$ cat config.mk
export PLATFORM = sky130hd
export DESIGN_NAME = delta_huff_packer
export DESIGN_NICKNAME = d
export VERILOG_FILES = /design/src/rtl/dhp_pkg.sv /design/src/rtl/dhp_delta_unit.sv /design/src/rtl/dhp_code_rom.sv /design/src/rtl/dhp_bit_packer.sv /design/src/rtl/delta_huff_packer.sv
export SDC_FILE = /design/constraint.sdc
export NUM_CORES = 1
export LEC_CHECK = 0
export ABC_AREA = 1
export BUFFER_PORTS_ARGS = -buffer_cell sky130_fd_sc_hd__buf_4
export CAP_MARGIN = 30
export CORE_MARGIN = 1.5
export CORE_UTILIZATION = 35
export DETAILED_ROUTE_END_ITERATION = 8
export GPL_TIMING_DRIVEN = 0
export PLACE_DENSITY = 0.52
export SYNTH_ARGS = -nofsm -noshare
export SYNTH_HDL_FRONTEND = slang
export SYNTH_HIERARCHICAL = 1
export SYNTH_SLANG_ARGS = --single-unit
export TNS_END_PERCENT = 1
$ cat constraint.sdc
create_clock -name clk -period 5.1 [get_ports clk]
set_clock_uncertainty 0.2 [all_clocks]
set_input_delay 0.255 -clock clk [delete_from_list [all_inputs] [get_ports clk]]
set_output_delay 0.255 -clock clk [all_outputs]
set_load 0.01 [all_outputs]
$ cat src/rtl/dhp_pkg.sv
// Shared definitions for the delta Huffman packer.
// Assumes: codes are prefix-free when read from bit 0 upward.
package dhp_pkg;

    // Number of marker bits in front of the raw escape payload.
    localparam int ESC_PREFIX_W = 5;

    // Code classes selected from the delta magnitude.
    typedef enum logic [2:0] {
        CLS_ZERO = 3'd0,
        CLS_ONE  = 3'd1,
        CLS_TWO  = 3'd2,
        CLS_MID  = 3'd3,
        CLS_ESC  = 3'd4
    } code_cls_e;

endpackage

$ cat src/rtl/dhp_delta_unit.sv
// Predictor and block-position tracker.
// Produces the wrapped difference between the offered sample and the previous
// accepted sample of the block, and flags the sample that closes the block.
// Assumes: take_i is only high when the sample is actually accepted.
module dhp_delta_unit #(
    parameter int DATA_W    = 8,
    parameter int BLOCK_LEN = 16,
    localparam int CNT_W    = $clog2(BLOCK_LEN)
) (
    input  logic              clk,
    input  logic              rst_n,
    input  logic              blk_start_i,
    input  logic              take_i,
    input  logic [DATA_W-1:0] data_i,
    output logic [DATA_W-1:0] delta_o,
    output logic              last_o
);

    logic [DATA_W-1:0] prev_q;
    logic [CNT_W-1:0]  cnt_q;
    logic [DATA_W-1:0] prev_eff;
    logic [CNT_W-1:0]  cnt_eff;

    // Effective predictor state: a block start overrides stored values.
    always_comb begin
        prev_eff = blk_start_i ? '0 : prev_q;
        cnt_eff  = blk_start_i ? '0 : cnt_q;
        delta_o  = data_i - prev_eff;
        last_o   = (cnt_eff == CNT_W'(BLOCK_LEN - 1));
    end

    // Update predictor and position on accept or block start.
    always_ff @(posedge clk) begin
        if (!rst_n) begin
            prev_q <= '0;
            cnt_q  <= '0;
        end else if (take_i) begin
            prev_q <= data_i;
            cnt_q  <= last_o ? '0 : cnt_eff + CNT_W'(1);
        end else if (blk_start_i) begin
            prev_q <= '0;
            cnt_q  <= '0;
        end
    end

    // a lone block start leaves a cleared predictor and position
    a_r8_predictor_clear: assert property (@(posedge clk) disable iff (!rst_n)
        (blk_start_i && !take_i) |=> (prev_q == '0 && cnt_q == '0));

    // the closing sample returns the position to the block start
    a_r5_position_wrap: assert property (@(posedge clk) disable iff (!rst_n)
        (take_i && last_o) |=> (cnt_q == '0));

    // no accept and no start keeps the predictor
    a_r9_predictor_hold: assert property (@(posedge clk) disable iff (!rst_n)
        (!take_i && !blk_start_i) |=> $stable(prev_q) && $stable(cnt_q));

endmodule

$ cat src/rtl/dhp_code_rom.sv
// Fixed prefix-code dictionary, computed rather than stored.
// Maps a wrapped two's-complement delta to a code value (bit 0 sent first)
// and its length. Assumes DATA_W >= 4 so magnitudes up to 6 are representable.
module dhp_code_rom
    import dhp_pkg::*;
#(
    parameter int DATA_W  = 8,
    localparam int CODE_W = DATA_W + ESC_PREFIX_W,
    localparam int LEN_W  = $clog2(CODE_W + 1)
) (
    input  logic [DATA_W-1:0] delta_i,
    output logic [CODE_W-1:0] code_o,
    output logic [LEN_W-1:0]  len_o
);

    logic              neg;
    logic [DATA_W-1:0] mag;
    logic [1:0]        mid_idx;
    code_cls_e         cls;

    // Split the delta into sign and magnitude and pick a class.
    always_comb begin
        neg     = delta_i[DATA_W-1];
        mag     = neg ? (~delta_i + DATA_W'(1)) : delta_i;
        mid_idx = mag[1:0] - 2'd3;
        if (mag == DATA_W'(0))
            cls = CLS_ZERO;
        else if (mag == DATA_W'(1))
            cls = CLS_ONE;
        else if (mag == DATA_W'(2))
            cls = CLS_TWO;
        else if (mag >= DATA_W'(3) && mag <= DATA_W'(6) && !(neg && mag[DATA_W-1]))
            cls = CLS_MID;
        else
            cls = CLS_ESC;
    end

    // Emit the code word and its length for the chosen class.
    always_comb begin
        code_o = '0;
        len_o  = '0;
        case (cls)
            CLS_ZERO: begin
                code_o = '0;
                len_o  = LEN_W'(1);
            end
            CLS_ONE: begin
                code_o = neg ? CODE_W'(5) : CODE_W'(1);
                len_o  = LEN_W'(3);
            end
            CLS_TWO: begin
                code_o = neg ? CODE_W'(11) : CODE_W'(3);
                len_o  = LEN_W'(4);
            end
            CLS_MID: begin
                code_o = CODE_W'(7) | (CODE_W'(neg) << 4) | (CODE_W'(mid_idx) << 5);
                len_o  = LEN_W'(7);
            end
            default: begin
                code_o = CODE_W'(15) | (CODE_W'(delta_i) << ESC_PREFIX_W);
                len_o  = LEN_W'(CODE_W);
            end
        endcase
    end

endmodule

$ cat src/rtl/dhp_bit_packer.sv
// Staging buffer with barrel-shift append and flush control.
// Appends each code at the fill pointer. It flushes when a block closes or a
// code would overrun the buffer. When both happen on one sample it stalls the
// input for one cycle to emit the second flush.
// Assumes: take_i implies ready_o, and len_i is in 1..CODE_W with CODE_W <= BUF_W.
module dhp_bit_packer #(
    parameter int BUF_W  = 51,
    parameter int CODE_W = 13,
    parameter int LEN_W  = 4,
    localparam int FILL_W = $clog2(BUF_W + 1)
) (
    input  logic              clk,
    input  logic              rst_n,
    input  logic              blk_start_i,
    input  logic              take_i,
    input  logic              last_i,
    input  logic [CODE_W-1:0] code_i,
    input  logic [LEN_W-1:0]  len_i,
    output logic              ready_o,
    output logic              flush_vld_o,
    output logic [BUF_W-1:0]  flush_dat_o,
    output logic [FILL_W-1:0] flush_bits_o,
    output logic              flush_end_o
);

    logic [BUF_W-1:0]  buf_q;
    logic [FILL_W-1:0] fill_q;
    logic              pend_q;

    logic [BUF_W-1:0]  buf_base;
    logic [FILL_W-1:0] fill_base;
    logic [BUF_W-1:0]  code_ext;
    logic [BUF_W-1:0]  appended;
    logic [FILL_W:0]   fill_sum;
    logic              fits;

    // Input is held off only while the second flush of a block is pending.
    assign ready_o = !pend_q;

    // Append path: base state, shifted code, and overflow test.
    always_comb begin
        buf_base  = blk_start_i ? '0 : buf_q;
        fill_base = blk_start_i ? '0 : fill_q;
        code_ext  = BUF_W'(code_i);
        appended  = buf_base | (code_ext << fill_base);
        fill_sum  = {1'b0, fill_base} + (FILL_W + 1)'(len_i);
        fits      = (fill_sum <= (FILL_W + 1)'(BUF_W));
    end

    // Buffer, fill pointer, pending-close flag and registered flush port.
    always_ff @(posedge clk) begin
        if (!rst_n) begin
            buf_q        <= '0;
            fill_q       <= '0;
            pend_q       <= 1'b0;
            flush_vld_o  <= 1'b0;
            flush_dat_o  <= '0;
            flush_bits_o <= '0;
            flush_end_o  <= 1'b0;
        end else begin
            flush_vld_o <= 1'b0;
            flush_end_o <= 1'b0;
            if (take_i) begin
                if (!fits) begin
                    flush_vld_o  <= 1'b1;
                    flush_dat_o  <= buf_base;
                    flush_bits_o <= fill_base;
                    buf_q        <= code_ext;
                    fill_q       <= FILL_W'(len_i);
                    pend_q       <= last_i;
                end else if (last_i) begin
                    flush_vld_o  <= 1'b1;
                    flush_end_o  <= 1'b1;
                    flush_dat_o  <= appended;
                    flush_bits_o <= fill_sum[FILL_W-1:0];
                    buf_q        <= '0;
                    fill_q       <= '0;
                end else begin
                    buf_q  <= appended;
                    fill_q <= fill_sum[FILL_W-1:0];
                end
            end else if (blk_start_i) begin
                buf_q  <= '0;
                fill_q <= '0;
                pend_q <= 1'b0;
            end else if (pend_q) begin
                flush_vld_o  <= 1'b1;
                flush_end_o  <= 1'b1;
                flush_dat_o  <= buf_q;
                flush_bits_o <= fill_q;
                buf_q        <= '0;
                fill_q       <= '0;
                pend_q       <= 1'b0;
            end
        end
    end

    // nothing above the valid bit count is set in a flush
    a_r4_clean_upper: assert property (@(posedge clk) disable iff (!rst_n)
        flush_vld_o |-> ((flush_dat_o >> flush_bits_o) == '0));

    // the fill pointer never passes the buffer width
    a_r6_fill_bound: assert property (@(posedge clk) disable iff (!rst_n)
        fill_q <= FILL_W'(BUF_W));

    // every flush carries at least one bit
    a_r6_nonempty_flush: assert property (@(posedge clk) disable iff (!rst_n)
        flush_vld_o |-> (flush_bits_o != '0));

    // a stall cycle is followed by the closing flush
    a_r7_stall_then_close: assert property (@(posedge clk) disable iff (!rst_n)
        (!ready_o && !blk_start_i) |=> (flush_vld_o && flush_end_o));

    // a closing flush leaves the buffer empty
    a_r5_close_empties: assert property (@(posedge clk) disable iff (!rst_n)
        (flush_vld_o && flush_end_o) |-> (fill_q == '0));

    // without accept or pending close, no flush follows
    a_r9_no_spurious: assert property (@(posedge clk) disable iff (!rst_n)
        (!take_i && !pend_q) |=> !flush_vld_o);

endmodule

$ cat src/rtl/delta_huff_packer.sv
// Top of the delta Huffman compression packer.
// Accepts one sample per cycle on a valid/ready handshake. It codes the
// in-block delta with a fixed prefix code and packs the codes into a staging
// buffer that is emitted on the flush port.
// Assumes: the flush consumer takes every flush in the cycle it is valid.
module delta_huff_packer
    import dhp_pkg::*;
#(
    parameter int DATA_W    = 8,
    parameter int BUF_W     = 51,
    parameter int BLOCK_LEN = 16,
    localparam int CODE_W   = DATA_W + ESC_PREFIX_W,
    localparam int LEN_W    = $clog2(CODE_W + 1),
    localparam int FILL_W   = $clog2(BUF_W + 1)
) (
    input  logic              clk,
    input  logic              rst_n,
    input  logic              blk_start_i,
    input  logic              smp_valid_i,
    output logic              smp_ready_o,
    input  logic [DATA_W-1:0] smp_data_i,
    output logic              flush_valid_o,
    output logic [BUF_W-1:0]  flush_data_o,
    output logic [FILL_W-1:0] flush_bits_o,
    output logic              flush_end_o
);

    logic              take;
    logic              last;
    logic [DATA_W-1:0] delta;
    logic [CODE_W-1:0] code;
    logic [LEN_W-1:0]  len;

    // Handshake: a sample is taken when offered and not stalled.
    assign take = smp_valid_i && smp_ready_o;

    dhp_delta_unit #(
        .DATA_W    (DATA_W),
        .BLOCK_LEN (BLOCK_LEN)
    ) delta_i (
        .clk         (clk),
        .rst_n       (rst_n),
        .blk_start_i (blk_start_i),
        .take_i      (take),
        .data_i      (smp_data_i),
        .delta_o     (delta),
        .last_o      (last)
    );

    dhp_code_rom #(
        .DATA_W (DATA_W)
    ) rom_i (
        .delta_i (delta),
        .code_o  (code),
        .len_o   (len)
    );

    dhp_bit_packer #(
        .BUF_W  (BUF_W),
        .CODE_W (CODE_W),
        .LEN_W  (LEN_W)
    ) pack_i (
        .clk          (clk),
        .rst_n        (rst_n),
        .blk_start_i  (blk_start_i),
        .take_i       (take),
        .last_i       (last),
        .code_i       (code),
        .len_i        (len),
        .ready_o      (smp_ready_o),
        .flush_vld_o  (flush_valid_o),
        .flush_dat_o  (flush_data_o),
        .flush_bits_o (flush_bits_o),
        .flush_end_o  (flush_end_o)
    );

    // out of reset the port is idle and ready
    a_r1_reset_idle: assert property (@(posedge clk)
        !rst_n |=> (!flush_valid_o && smp_ready_o));

endmodule

Yosys cells after proc, flatten, opt, wreduce, memory -nomap -nowiden:

Index checks and enable logic that the tools add are counted.

* $add $sub $neg: 5
* magnitude comparators: 3
* eq/ne operators: 8
* shift-type cells: 1
* multiplexer cells: 43
* bitwise operators: 3
* reduce and logical (&&, ||, !) cells: 12

Operators with widths (count)
* 2-to-1 mux 51 bit: 11
* 2-to-1 mux 6 bit: 11
* case mux 13 bit (4 select lines): 1
* bitwise OR 51 bit: 1
* << shifter 13 x 6 -> 51 bit: 1
* 2-to-1 mux 8 bit: 3
* 2-to-1 mux 4 bit: 4
* case mux 4 bit (4 select lines): 1
* 2-to-1 mux 3 bit: 5
* adder 8 x 1 -> 8 bit, second input constant: 1
* equality test 8 x 1 -> 1 bit, second input constant: 1
* equality test 8 x 2 -> 1 bit, second input constant: 1
* >= comparator 8 x 2 -> 1 bit, second input constant: 1
* less-or-equal comparator 8 x 3 -> 1 bit, second input constant: 1
* zero test 8 bit: 1
* NOT 8 bit: 1
* subtractor 8 bit: 1
* adder 6 x 4 -> 7 bit: 1
* less-or-equal comparator 7 x 6 -> 1 bit, second input constant: 1
* 2-to-1 mux 1 bit: 7
* bitwise OR 5 x 7 -> 7 bit: 1
* equality test 3 x 2 -> 1 bit, second input constant: 2
* adder 4 x 1 -> 4 bit, second input constant: 1
* equality test 4 bit, second input constant: 1
* 11 further kinds: 15

* flip-flop bits (word level): 129
* input port bits: 12
* output and inout port bits: 60

Longest topological paths before layout:

* word-level depth: 19
* depth in mapped cells: 44
* mapped depth without buffers: 41

Hierarchy:

Netlist, hierarchy kept.

Modules (own cells, without submodules)
* dhp_bit_packer: times used 1, cells an instance 1283, area an instance 7479.7 um^2, seq. area each 2342.2 um^2
* dhp_delta_unit: times used 1, cells an instance 132, area an instance 878.3 um^2, seq. area each 240.2 um^2
* dhp_code_rom: times used 1, cells an instance 103, area an instance 549.3 um^2, seq. area each 0.0 um^2
* delta_huff_packer: times used 1, cells an instance 2, area an instance 7.5 um^2, seq. area each 0.0 um^2

Worst setup path before layout:

Ideal clock, no wire load.

* kind: input port to flip-flop
* start point: input blk_start_i
* end point: register pack_i.flush_bits_o[0]
* library setup time: 0.113 ns
* arrival time: 4.181 ns
* data required time: 4.787 ns
* setup slack: 0.607 ns
* cell stages on the path: 37
* path buffers: 3
* path through: inv_2 > buf_6 > nand2_1 > inv_1 > ha_1 > inv_1 > fa_1 > inv_1 > ha_1 > nand2_1 > o21a_1 > inv_1 > ha_1 > inv_1 > nand4_1 > nand2_1 > nor2_1 > nand3_1 > a21oi_1 > nand3_1 > nand2_1 > inv_1 > ha_1 > inv_1 > nand2_1 > nand4_1 > nand2_1 > nand2_1 > nand2_1 > inv_2 > nand3_2 > nand3_2 > nand3_4 > buf_4 > buf_4 > nand3_1 > nand2_1

* word-level cells in the longest chain between the ends: 18
* elaborated cells between the ends (all ways): 34
* those cells by class: 3 x add/sub; 3 x order compare; 8 x eq/ne; 12 x mux; 1 x bitwise; 7 x reduce/logical

RTL lines
* start: declaration: line delta_huff_packer.sv:18 `input logic blk_start_i,`
* 2-to-1 mux 8 bit (*)
* subtractor 8 bit (*): line dhp_delta_unit.sv:28 `delta_o = data_i - prev_eff;`
* via delta[1]: line delta_huff_packer.sv:30 `logic [DATA_W-1:0] delta;`
* NOT 8 bit: line dhp_code_rom.sv:24 `mag = neg ? (~delta_i + DATA_W'(1)) : delta_i;`
* adder 8 x 1 -> 8 bit: line dhp_code_rom.sv:24
* 2-to-1 mux 8 bit (*): line dhp_code_rom.sv:24
* >= comparator 8 x 2 -> 1 bit, or another cell as far along: line dhp_code_rom.sv:32 `else if (mag >= DATA_W'(3) && mag <= DATA_W'(6) && !(neg && mag[DATA_W-1]))`
* logical AND 1 bit / zero test 1 bit (equally long branches): line dhp_code_rom.sv:32
* (+4 left out)
* 2-to-1 mux 3 bit (*): line dhp_code_rom.sv:26 `if (mag == DATA_W'(0))`
* equality test 3 x 2 -> 1 bit, or another cell as far along: line dhp_code_rom.sv:42 `case (cls)`
* case mux 4 bit (4 select lines) (*): line dhp_code_rom.sv:42
* via len[1]: line delta_huff_packer.sv:32 `logic [LEN_W-1:0] len;`
* adder 6 x 4 -> 7 bit (*): line dhp_bit_packer.sv:46 `fill_sum = {1'b0, fill_base} + (FILL_W + 1)'(len_i);`
* less-or-equal comparator 7 x 6 -> 1 bit (*): line dhp_bit_packer.sv:47 `fits = (fill_sum <= (FILL_W + 1)'(BUF_W));`
* inequality test 3 bit (no source line) / 2-to-1 mux 6 bit (equally long branches)
* AND reduction 3 bit (no source line) / 2-to-1 mux 6 bit (equally long branches)
* end signal: assignment: line dhp_bit_packer.sv:67 `flush_bits_o <= fill_base;`
* end signal: assignment: line dhp_bit_packer.sv:75 `flush_bits_o <= fill_sum[FILL_W-1:0];`
* end signal: assignment: line dhp_bit_packer.sv:90 `flush_bits_o <= fill_q;`
* end: declaration: line dhp_bit_packer.sv:22 `output logic [FILL_W-1:0] flush_bits_o,`

The timed path passes the listed nets; every way through them passes the cells marked *. The select of a mux whose other input is x is not followed.
A chain may end at the register's enable or synchronous reset.

Final worst setup path:

* start point: register delta_i.prev_q[0]
* end point: register pack_i.flush_dat_o[39]

* elaborated cells between the ends (all ways): 37
* those cells by class: 4 x add/sub; 3 x order compare; 6 x eq/ne; 1 x shift; 13 x mux; 3 x bitwise; 7 x reduce/logical

RTL lines
* start: declaration: line dhp_delta_unit.sv:19 `logic [DATA_W-1:0] prev_q;`
* start signal: assignment: line dhp_delta_unit.sv:38 `prev_q <= data_i;`
* 2-to-1 mux 8 bit (*)
* subtractor 8 bit (*): line dhp_delta_unit.sv:28
* via delta[1]: line delta_huff_packer.sv:30
* NOT 8 bit: line dhp_code_rom.sv:24
* adder 8 x 1 -> 8 bit: line dhp_code_rom.sv:24
* 2-to-1 mux 8 bit (*): line dhp_code_rom.sv:24
* >= comparator 8 x 2 -> 1 bit, or another cell as far along: line dhp_code_rom.sv:32
* logical AND 1 bit / zero test 1 bit (equally long branches): line dhp_code_rom.sv:32
* (+4 left out)
* 2-to-1 mux 3 bit (*): line dhp_code_rom.sv:26
* equality test 3 x 2 -> 1 bit, or another cell as far along: line dhp_code_rom.sv:42
* case mux 4 bit (4 select lines) (*): line dhp_code_rom.sv:42
* via len[0]: line delta_huff_packer.sv:32
* adder 6 x 4 -> 7 bit (*): line dhp_bit_packer.sv:46
* less-or-equal comparator 7 x 6 -> 1 bit (*): line dhp_bit_packer.sv:47
* inequality test 3 bit (no source line) / 2-to-1 mux 51 bit (equally long branches)
* AND reduction 3 bit (no source line) / 2-to-1 mux 51 bit (equally long branches)
* end signal: assignment: line dhp_bit_packer.sv:66 `flush_dat_o <= buf_base;`
* end signal: assignment: line dhp_bit_packer.sv:74 `flush_dat_o <= appended;`
* end signal: assignment: line dhp_bit_packer.sv:89 `flush_dat_o <= buf_q;`
* end: declaration: line dhp_bit_packer.sv:21 `output logic [BUF_W-1:0] flush_dat_o,`

Marked as above.

==> reports/qor.txt <==
Final Cycle Share -> 0.9477
Final Hold Fails -> 0
CP most frequent cell -> nand2_2
Slew headroom -> 0.3630
Fillers -> 2802
Area Overhead vs Synth -> 24.11%
Die Ht -> 162.6 µm
CP Capture Type -> register
Crit-path slowest cell -> fa_2
Die W -> 162.6 µm
synth unique cells -> 43
top-count cell post-synth -> nand2_1
largest cells by area after synthesis -> dfxtp_1 (29%), nand2_1 (26%), nand3_1 (12%)
worst path bufs/invs -> 9
CP Class -> register to register
die area -> 26440 µm²
Avg Cell Area, Syn -> 5.865 µm²
area of placed instances -> 9861 µm²
CP startpoint kind -> register
final setup fails -> 0
grt ovf -> 0
Starting Density -> 0.3550
final count of pins violating max slew -> 0
DR WL/cell -> 18.41 µm
layout cells sized above 1 -> 0.1445
Placer Congestion -> 0.9559
arrival time worst endpoint -> 5.01 ns
H-tree levels -> 4
I/O Pins -> 72
Hold Worst Slack -> 0.02098 ns
power per cell area -> 284.7 nW/µm²
combinational share of power -> 0.255
vias in the first global route -> 9579
clk_lat worst skew -> 0.43 ns
# DRC -> 0
Cell Count, Final, Fillers Out -> 1985
I/O Buffers -> 71
syn_nets -> 1549
Nets -> 1670
clock share of power -> 0.407
Yosys top cell area share -> 0.2897
EDFF count, synth -> 0
All-Layer GR Usage -> 0.2789
largest net degree at the start of global routing -> 17
Cell Area, Synth -> 8915 µm²
via count -> 10540
Worst Path Required -> 5.28 ns
wirelength, routed -> 36.55 mm
CTS tree -> built
area leader, netlist -> dfxtp_1
VDD IR max -> 0.1517 mV
post-detail-place hpwl -> 27.18 mm
worst-path fanout max -> 7
top post-synthesis cells by count -> nand2_1 (621), nand3_1 (220), dfxtp_1 (129), inv_1 (111), nor2_1 (98)
Via-to-Cell Ratio -> 5.308
number of cell rows -> 58
Net Sw Frac -> 0.3586
Design Area, Final -> 11060 µm²
P_int -> 2.021 mW
Hold Crit Class -> input port to register
Top FF cell, synth -> dfxtp_1
Gate Count Post-Synth -> 1520
P_leak -> 5.434 nW
CTS Buf Count -> 17
first-pass GRT wire length -> 55.48 mm
DR pass1 iterations -> 7
Inst Count DP -> 1921
initial antenna violation count -> 1
Yosys reg bits -> 129
Psw -> 1.130 mW
Core ar. -> 25110 µm²
clk root buf -> clkbuf_16
max-cap violations -> 0
# clock sinks -> 129
clk buf depth -> 2
Fmax achieved -> 206.9 MHz
CP peak stage delay -> 0.62 ns
status -> finished, final reports clean
Seq/Total Area, Yosys -> 0.2897
Synth async-reset ratio -> 0
Ys Warns -> 6
post-route ant nets -> 0
Reg clk slew, reported paths -> 0.07 ns
Iteration-0 DRC Markers -> 993
sequential share of power -> 0.338
Place WS -> -0.4208 ns
crit path time final -> 4.834 ns
delay-heaviest family, CP -> simple AND/OR/NAND/NOR gates
Slew @ Worst Pin -> 0.9555 ns
setup ws final -> 0.2665 ns
==> repair_timing <==
| item | in CTS | in global routing |
|---|---|---|
| pin swaps | 1 | 16 |
| resized for setup | 5 | 71 |
| hold buffers | 12 | 0 |
| setup endpoints to repair | 28 | 117 |
| gates cloned | 0 | 6 |
| endpoints found under the hold margin | 11 | 0 |
| buffers inserted | 1 | 13 |
==> sequential cells by signal (all words and copies together), names as in the netlist <==
signal,cells
pack_i/buf_q,51
pack_i/flush_dat_o,51
delta_i/prev_q,8
pack_i/fill_q,6
pack_i/flush_bits_o,6
delta_i/cnt_q,4
pack_i/flush_end_o,1
pack_i/flush_vld_o,1
pack_i/pend_q,1
==> tightest hold or removal path: cells and delay by family <==
kind | cells | cell delay, ns
AND/OR/NAND/NOR | 4 | 0.25
buffers and inverters | 1 | 0.12
==> layout make-up <==
type / instances / area, µm² / area share
multi-input cells: 1177 / 5577 / 0.5040
clock buffers: 17 / 425.4 / 0.03845
plain buffers: 90 / 553.0 / 0.04998
clock inverters: 15 / 170.2 / 0.01538
flip-flops and latches: 129 / 2584 / 0.2335
well taps: 330 / 412.9 / 0.03732
inverters: 124 / 475.5 / 0.04297
diodes: 1 / 2.502 / 0.0002262
repair buffers: 102 / 864.6 / 0.07814
==> cell usage in the layout, fill, tap and decap left out, types with 4 or more instances in the layout <==
master,synthesis,layout
clkbuf_1,36,36
nor2_1,98,95
a22oi_1,12,12
dlygate4sd3_1,0,12
nand2_2,10,25
nand2_1,621,605
a21oi_1,36,35
ha_4,0,5
inv_1,111,106
o21ai_1,14,15
buf_8,1,6
buf_2,19,16
buf_12,0,4
ha_1,16,11
buf_1,18,16
nand3_2,9,10
o21ai_0,79,78
clkbuf_16,0,20
inv_2,7,11
nor2_2,4,6
buf_6,9,9
clkinv_1,4,4
nand3_1,220,217
inv_6,1,6
o31ai_1,5,5
dfxtp_1,129,128
nand4_1,23,23
nand3_4,4,6
buf_4,8,88
==> per-layer routing <==
| metal | vias to the layer above | global-route usage | share of wire | wire [µm] |
|---|---|---|---|---|
| met1 | 4859 | 0.3827 | 0.45 | 16580 |
| met4 | 0 | 0.1018 | 0.033 | 1202 |
| li1 | 5132 | - | - | - |
| met2 | 471 | 0.4378 | 0.44 | 16090 |
| met5 | - | 0 | 0 | 0 |
| met3 | 74 | 0.04736 | 0.073 | 2682 |
==> power groups by stage <==
stage	clock network (mW)	registers, mW	logic [mW]
floorplan	0	1.09	0.481
global placement	0	1.09	0.727
detailed placement	0	1.09	0.725
CTS	1.31	1.06	0.737
global route	1.35	1.07	0.885
finish	1.28	1.07	0.803
==> worst paths after layout <==
check	start	endpoint	slack, ns	cells after the start
worst min register to register	pack_i/flush_dat_o[26]$_SDFFE_PN0P_	pack_i/flush_dat_o[26]$_SDFFE_PN0P_	0.27	2
worst max register to register	delta_i/prev_q[0]$_SDFF_PN0_	pack_i/flush_dat_o[39]$_SDFFE_PN0P_	0.27	36
worst max-delay path	delta_i/prev_q[0]$_SDFF_PN0_	pack_i/flush_dat_o[39]$_SDFFE_PN0P_	0.27	36
worst min-delay path	blk_start_i	delta_i/cnt_q[3]$_SDFF_PN0_	0.02	5
==> through the flow <==
| stage | setup TNS [ns] | total power [mW] | utilization |
|---|---|---|---|
| floorplan | 0 | 1.568 | - |
| global placement | -23.17 | 1.814 | 0.3927 |
| detailed placement | -26.24 | 1.813 | 0.3927 |
| CTS | -0.2874 | 3.115 | 0.4221 |
| global route | -0.03373 | 3.304 | 0.4406 |
| finish | 0 | 3.150 | 0.4407 |
==> logic make-up after synthesis <==
kind of cell               synth area share
AOI/OAI and AO/OA                   0.09516
xor gates and xnor gates           0.003931
adders and majority gates           0.02470
buffers and inverters                0.1062
DFF                                  0.2897
and+or+nand+nor                      0.4803
(Power assumes the default switching activity.)
